## src/rtl/cal_pkg.sv

```systemverilog
package cal_pkg;
  localparam int FIELDS      = 6;
  localparam int TEST_FIELDS = FIELDS - 1;

  // Register word addresses
  localparam int ADR_FIELD0  = 0;   // second .. year at 0..5
  localparam int ADR_CTRL    = 6;
  localparam int ADR_DIV     = 7;
  localparam int ADR_ALARM0  = 8;   // second .. year alarms at 8..13
  localparam int ADR_INT_EN  = 14;
  localparam int ADR_INT_ST  = 15;
  localparam int ADR_INT_CLR = 16;

  localparam logic [7:0] FIELD_MIN [FIELDS] = '{8'h00, 8'h00, 8'h00, 8'h01, 8'h01, 8'h00};
  localparam logic [7:0] FIELD_MAX [FIELDS] = '{8'h59, 8'h59, 8'h23, 8'h31, 8'h12, 8'h99};

  typedef struct packed {
    logic [FIELDS-1:0]      loadMask;
    logic [7:0]             loadValue;
    logic                   holdAll;
    logic [TEST_FIELDS-1:0] testMask;
  } cal_strobe_t;

  function automatic logic [7:0] bcdInc(input logic [7:0] v);
    if (v[3:0] >= 4'd9) return {v[7:4] + 4'd1, 4'h0};
    else                return {v[7:4], v[3:0] + 4'd1};
  endfunction

  function automatic logic [7:0] monthLen(input logic [7:0] m);
    case (m)
      8'h02:                      return 8'h28;
      8'h04, 8'h06, 8'h09, 8'h11: return 8'h30;
      default:                    return 8'h31;
    endcase
  endfunction
endpackage

```

## src/rtl/cal_datapath.sv

```systemverilog
module cal_datapath
  import cal_pkg::*;
#(
  parameter int DIV_W = 16
) (
  input  logic                    clk,
  input  logic                    rstN,
  input  cal_strobe_t             strb,
  input  logic [DIV_W-1:0]        divisor,
  output logic                    tick,
  output logic [FIELDS-1:0][7:0]  fieldVal
);
  logic [DIV_W-1:0] prescale;

  // Tick when the prescaler has reached the terminal count
  always_comb tick = !strb.holdAll && (prescale >= divisor);

  always_ff @(posedge clk or negedge rstN) begin
    if (!rstN)                     prescale <= '0;
    else if (strb.holdAll || tick) prescale <= '0;
    else                           prescale <= prescale + 1'b1;
  end

  for (genvar gi = 0; gi < FIELDS; gi++) begin : g_field
    logic [7:0] fieldQ;
    logic [7:0] limitHi;
    logic       stepEn;
    logic       atTop;
    logic       carryOut;

    if (gi == 3) begin : g_dayLimit
      assign limitHi = monthLen(fieldVal[4]);
    end else begin : g_fixLimit
      assign limitHi = FIELD_MAX[gi];
    end

    if (gi == 0) begin : g_base
      assign stepEn = tick;
    end else begin : g_chain
      assign stepEn = tick & (strb.testMask[gi-1] | g_field[gi-1].carryOut);
    end

    assign atTop    = fieldQ >= limitHi;
    assign carryOut = stepEn & atTop;

    always_ff @(posedge clk or negedge rstN) begin
      if (!rstN)                  fieldQ <= FIELD_MIN[gi];
      else if (strb.holdAll)      fieldQ <= FIELD_MIN[gi];
      else if (strb.loadMask[gi]) fieldQ <= strb.loadValue;
      else if (stepEn)            fieldQ <= atTop ? FIELD_MIN[gi] : bcdInc(fieldQ);
    end

    assign fieldVal[gi] = fieldQ;
  end
endmodule

```

## src/rtl/cal_ctrl.sv

```systemverilog
module cal_ctrl
  import cal_pkg::*;
#(
  parameter int ADDR_W = 5,
  parameter int DATA_W = 16,
  parameter int DIV_W  = 16
) (
  input  logic                   clk,
  input  logic                   rstN,
  input  logic [ADDR_W-1:0]      addr,
  input  logic                   wrEn,
  input  logic [DATA_W-1:0]      wrData,
  output logic [DATA_W-1:0]      rdData,
  output logic                   irq,
  input  logic                   tick,
  input  logic [FIELDS-1:0][7:0] fieldVal,
  output cal_strobe_t            strb,
  output logic [DIV_W-1:0]       divisor,
  output logic [FIELDS-1:0]      statusOut
);
  localparam logic [ADDR_W-1:0] A_CTRL = ADDR_W'(ADR_CTRL);
  localparam logic [ADDR_W-1:0] A_DIV  = ADDR_W'(ADR_DIV);
  localparam logic [ADDR_W-1:0] A_EN   = ADDR_W'(ADR_INT_EN);
  localparam logic [ADDR_W-1:0] A_ST   = ADDR_W'(ADR_INT_ST);
  localparam logic [ADDR_W-1:0] A_CLR  = ADDR_W'(ADR_INT_CLR);

  logic                   ctrlHold;
  logic [TEST_FIELDS-1:0] ctrlTest;
  logic [DIV_W-1:0]       divQ;
  logic [FIELDS-1:0]      intEn;
  logic [FIELDS-1:0]      statusQ;
  logic [FIELDS-1:0][7:0] alarmQ;
  logic [FIELDS-1:0]      hitMask;
  logic [FIELDS-1:0]      clrMask;

  always_ff @(posedge clk or negedge rstN) begin
    if (!rstN) begin
      ctrlHold <= 1'b1;
      ctrlTest <= '0;
      divQ     <= '0;
      intEn    <= '0;
    end else if (wrEn) begin
      if (addr == A_CTRL) begin
        ctrlHold <= wrData[7];
        ctrlTest <= wrData[5:1];
      end
      if (addr == A_DIV) divQ  <= wrData[DIV_W-1:0];
      if (addr == A_EN)  intEn <= wrData[FIELDS-1:0];
    end
  end

  for (genvar gi = 0; gi < FIELDS; gi++) begin : g_alarm
    localparam logic [ADDR_W-1:0] A_ALM = ADDR_W'(ADR_ALARM0 + gi);
    always_ff @(posedge clk or negedge rstN) begin
      if (!rstN)                      alarmQ[gi] <= '0;
      else if (wrEn && addr == A_ALM) alarmQ[gi] <= wrData[7:0];
    end
    assign hitMask[gi] = tick && (fieldVal[gi] == alarmQ[gi]);
  end

  assign clrMask = (wrEn && addr == A_CLR) ? wrData[FIELDS-1:0] : '0;

  always_ff @(posedge clk or negedge rstN) begin
    if (!rstN) statusQ <= '0;
    else       statusQ <= (statusQ & ~clrMask) | hitMask;
  end

  always_comb begin
    strb.holdAll   = ctrlHold;
    strb.testMask  = ctrlTest;
    strb.loadValue = wrData[7:0];
    for (int i = 0; i < FIELDS; i++)
      strb.loadMask[i] = wrEn && !ctrlHold && (addr == ADDR_W'(ADR_FIELD0 + i));
  end

  always_comb begin
    rdData = '0;
    for (int i = 0; i < FIELDS; i++) begin
      if (addr == ADDR_W'(ADR_FIELD0 + i)) rdData = DATA_W'(fieldVal[i]);
      if (addr == ADDR_W'(ADR_ALARM0 + i)) rdData = DATA_W'(alarmQ[i]);
    end
    if (addr == A_CTRL) rdData = DATA_W'({ctrlHold, 1'b0, ctrlTest, 1'b0});
    if (addr == A_DIV)  rdData = DATA_W'(divQ);
    if (addr == A_EN)   rdData = DATA_W'(intEn);
    if (addr == A_ST)   rdData = DATA_W'(statusQ);
  end

  assign irq       = |(statusQ & intEn);
  assign divisor   = divQ;
  assign statusOut = statusQ;
endmodule

```

## src/rtl/bcd_calendar.sv

```systemverilog
module bcd_calendar
  import cal_pkg::*;
#(
  parameter int ADDR_W = 5,
  parameter int DATA_W = 16,
  parameter int DIV_W  = 16
) (
  input  logic              clk,
  input  logic              rstN,
  input  logic [ADDR_W-1:0] addr,
  input  logic              wrEn,
  input  logic [DATA_W-1:0] wrData,
  output logic [DATA_W-1:0] rdData,
  output logic              irq
);
  cal_strobe_t            strb;
  logic [DIV_W-1:0]       divisor;
  logic                   tick;
  logic [FIELDS-1:0][7:0] fieldVal;
  logic [FIELDS-1:0]      statusQ;
  logic                   holdAll;
  logic                   anyLoad;
  logic [7:0]             secVal;

  cal_ctrl #(.ADDR_W(ADDR_W), .DATA_W(DATA_W), .DIV_W(DIV_W)) u_ctrl (
    .clk(clk), .rstN(rstN), .addr(addr), .wrEn(wrEn), .wrData(wrData),
    .rdData(rdData), .irq(irq), .tick(tick), .fieldVal(fieldVal),
    .strb(strb), .divisor(divisor), .statusOut(statusQ)
  );

  cal_datapath #(.DIV_W(DIV_W)) u_dp (
    .clk(clk), .rstN(rstN), .strb(strb), .divisor(divisor),
    .tick(tick), .fieldVal(fieldVal)
  );

  assign holdAll = strb.holdAll;
  assign anyLoad = |strb.loadMask;
  assign secVal  = fieldVal[0];
endmodule

```

## config.mk

```make
export PLATFORM = sky130hd
export DESIGN_NAME = bcd_calendar
export DESIGN_NICKNAME = d
export VERILOG_FILES = /design/src/rtl/cal_pkg.sv /design/src/rtl/cal_datapath.sv /design/src/rtl/cal_ctrl.sv /design/src/rtl/bcd_calendar.sv
export SDC_FILE = /design/constraint.sdc
export NUM_CORES = 1
export LEC_CHECK = 0
export CAP_MARGIN = 0
export CORE_ASPECT_RATIO = 0.8
export CORE_MARGIN = 10
export CORE_UTILIZATION = 25
export DETAILED_ROUTE_END_ITERATION = 12
export HOLD_SLACK_MARGIN = 0.02
export PLACE_DENSITY = 0.4
export SLEW_MARGIN = 30
export SYNTH_ARGS = -nofsm -noshare
export SYNTH_HDL_FRONTEND = slang
export SYNTH_SLANG_ARGS = --single-unit
export TNS_END_PERCENT = 5
```

## constraint.sdc

```tcl
create_clock -name clk -period 2.8 [get_ports clk]
set_input_delay 0.56 -clock clk [delete_from_list [all_inputs] [get_ports clk]]
set_output_delay 0.56 -clock clk [all_outputs]
set_load 0.005 [all_outputs]
```

==> run metrics <==
Detailed Place HPWL=29.6 mm; Skew-Pair Late Insertion Delay=0.46 ns; Sink Count=146; share of flip-flops with an asynchronous set or reset=1.00; number of global-route vias before repair=8,925; gr usage total=0.167; Final period util=1.05; Ports=41; Final Worst Setup Slack=-0.151 ns; Final min period=2.95 ns; worst reg2reg path startpoint=u_dp.g_field[4].fieldQ[0]; clock transition at the registers of the reported paths=0.07 ns; DIE HEIGHT=197 µm; RSZ-0062 raised after global routing=true; Via Count=9,008; Port Buf Inserts=40; wire per inst=22.4 µm; Via density=5.14; TritonCTS clock tree=built; static leakage=5.93 nW; Hold Vio Cnt, Final=0; CP endpoint kind=output pin; count of different cell masters after synthesis=81; Syn Std Cell Area=9790 µm²; first-pass GRT wire length=59.0 mm; Worst Tran Pin Value=0.781 ns; Power Dens Cells=588 nW/µm²; Max Slew Vio Count=0; routability congestion estimate=0.880; multi-input combinational cell area=6150 µm²; Avg Cell Area, Syn=9.41 µm²; failing checks=negative setup slack; gr ovfl total=0; CTS Buffer Depth=2; CP Data Required Time=2.24 ns; max capacitance violation total=0; core area=38,400 µm²; dpl ws=-0.956 ns; Critical Path AT=2.39 ns; Net Count, Synth=1,116; Die X=241 µm; clk root buf=clkbuf_16; critical path class=in -> out; Yosys reg bits=146; Design Area, Final=13,200 µm²; max_slew headroom=0.478; worst hold start=u_ctrl.divisor[15]; initial DRC count=812; Fillers=3,977; DP Area=12,100 µm²; CP Launch Point=addr[3]; Post-Syn Instances=1,040; VDD IR max=0.330 mV; min-delay worst type=reg -> reg; Die ar.=47,500 µm²; DR DRC count=0; final-report setup violation count=25; Critical Path Fanout Max=8; initial antenna violation count=1; TritonRoute pass-1 iters=7; clock buffer count from CTS=17; share of layout cells above drive strength 1=0.337; final wirelength=39.3 mm; # nets final=1,321; Worst Skew=0.0167 ns; synthesis-to-layout area growth=34.4%; largest net degree at the start of global routing=86; CTS H-tree lvls=4; sequential share of the synthesized area=0.374; ANT nets after route=0; ys flop type=dfrtp_1; Worst Setup Start Kind=input pin; Reg area=3660 µm²; outcome=finished with violations; row cnt=64; maximum clock frequency=0.339 GHz; R2R setup slack=-0.12 ns; starting density of the core=0.255; Post-synth EDFFs=0; Yosys warnings=0
-- metrics by stage --
step           hold WS, ns  total power [mW]  setup TNS (ns)  utilization  instances
2_1_floorplan        0.264              4.19          -0.298            -       1040
3_3_place_gp         0.462              5.33          -19.34        0.314       1708
4_1_cts              0.509              7.75           -3.10        0.338       1749
3_5_place_dp         0.466              5.34          -20.03        0.314       1708
5_1_grt              0.531              8.17           -6.50        0.342       1753
6_report             0.508              7.74           -1.99        0.342       1754
-- what timing repair did --
item / in CTS / in global routing
buffers inserted: 8 / 4
gates resized for setup: 121 / 27
hold buffers: 1 / 0
pin swaps: 36 / 15
endpoints found under the hold margin: 27 / 0
endpoints found under the setup margin: 38 / 66
-- cell families (layout without fill, tap and decap cells) --
logic type	Yosys count	count (layout)	synth area share
and+or+nand+nor	336	336	0.172
xor gates and xnor gates	64	64	0.0573
muxes	103	103	0.121
adders and majority gates	52	52	0.0665
DFF	146	146	0.374
buffers and inverters	103	321	0.0415
AOI/OAI and AO/OA	236	236	0.168
other	0	1	0
-- cells in the mapped netlist, types with 12 or more instances --
cell type  count  area (µm²)
nand3_1       42         210
nand2_1       74         278
mux2i_1       13         130
nor4_1        15        93.8
nor2_1        90         338
o21ai_0       34         170
ha_1          52         651
mux2_2        86         968
nand2b_1      14        87.6
a21oi_1       54         270
xor2_1        58         508
inv_1         49         184
a22oi_1       12        90.1
a211oi_1      13        97.6
nor3_1        29         145
dfrtp_1      143        3580
clkbuf_1      39         146
-- routing by layer --
| layer | global-route usage | share of wire |
|---|---|---|
| met2 | 0.230 | 0.41 |
| met5 | 0 | 0 |
| met3 | 0.0287 | 0.047 |
| met1 | 0.261 | 0.54 |
| met4 | 0.0332 | 0.0080 |
-- worst max-delay path, cell delays in order --
cell and delay, ns:
buf_4 0.14, buf_4 0.17, or3b_4 0.44, nor2_2 0.14, buf_4 0.16, a221o_1 0.15, o22ai_2 0.10, a21oi_1 0.14
a21o_1 0.17, clkdlybuf4s15_2 0.23
-- flip-flops by register name, indices dropped and copies added (netlist names) --
name                 cells
u_ctrl.intEn             6
u_dp.prescale           16
u_ctrl.ctrlHold          1
u_ctrl.statusOut         6
u_ctrl.ctrlTest          5
u_dp.g_field.fieldQ     48
u_ctrl.alarmQ           48
u_ctrl.divisor          16
-- report_power, final --
| part | leakage, nW | internal, mW | switching [mW] | total, mW |
|---|---|---|---|---|
| clock | 0.276 | 1.30 | 0.993 | 2.29 |
| combinational | 3.74 | 1.15 | 1.28 | 2.43 |
| sequential | 1.92 | 2.48 | 0.530 | 3.01 |
| total | 5.93 | 4.93 | 2.81 | 7.74 |
-- path summary, 6_finish.rpt --
kind                                                  end  cells past startpoint
min in group asynchronous       u_dp.g_field[0].fieldQ[2]                      2
worst max register to register  u_dp.g_field[5].fieldQ[4]                     14
worst min register to register         u_ctrl.divisor[15]                      1
worst min-delay path                   u_ctrl.divisor[15]                      1
max in group asynchronous                 u_ctrl.ctrlHold                      3
worst max-delay path                            rdData[4]                     10
-- placed cells by master (no fill, tap or decap), types with 8 or more instances in the layout --
cell type | netlist | routed
nand2b_1 | 14 | 10
buf_2 | 9 | 9
o21ai_2 | 3 | 8
a311oi_1 | 10 | 9
xor2_1 | 58 | 58
and3_1 | 10 | 8
buf_4 | 0 | 185
clkbuf_16 | 0 | 17
nand2_1 | 74 | 73
a211oi_1 | 13 | 12
nor2_1 | 90 | 78
o211ai_1 | 8 | 8
mux2i_1 | 13 | 13
ha_1 | 52 | 48
a22oi_1 | 12 | 12
a21oi_1 | 54 | 49
clkdlybuf4s50_1 | 0 | 25
inv_1 | 49 | 46
nor2_2 | 1 | 9
dfrtp_1 | 143 | 142
o21ai_0 | 34 | 28
nor3_1 | 29 | 28
nor4_1 | 15 | 13
mux2_2 | 86 | 81
nand3_1 | 42 | 42
buf_6 | 1 | 11
-- cell type report --
cell class | instances | area share
clock buffers | 21 | 0.0357
multi-input cells | 791 | 0.467
inverters | 49 | 0.0142
repair buffers | 240 | 0.150
well taps | 495 | 0.0471
clock inverters | 11 | 0.00779
flip-flops and latches | 146 | 0.278
diodes | 1 | 0.000190
Note: power is estimated with default switching activity, not from simulation.
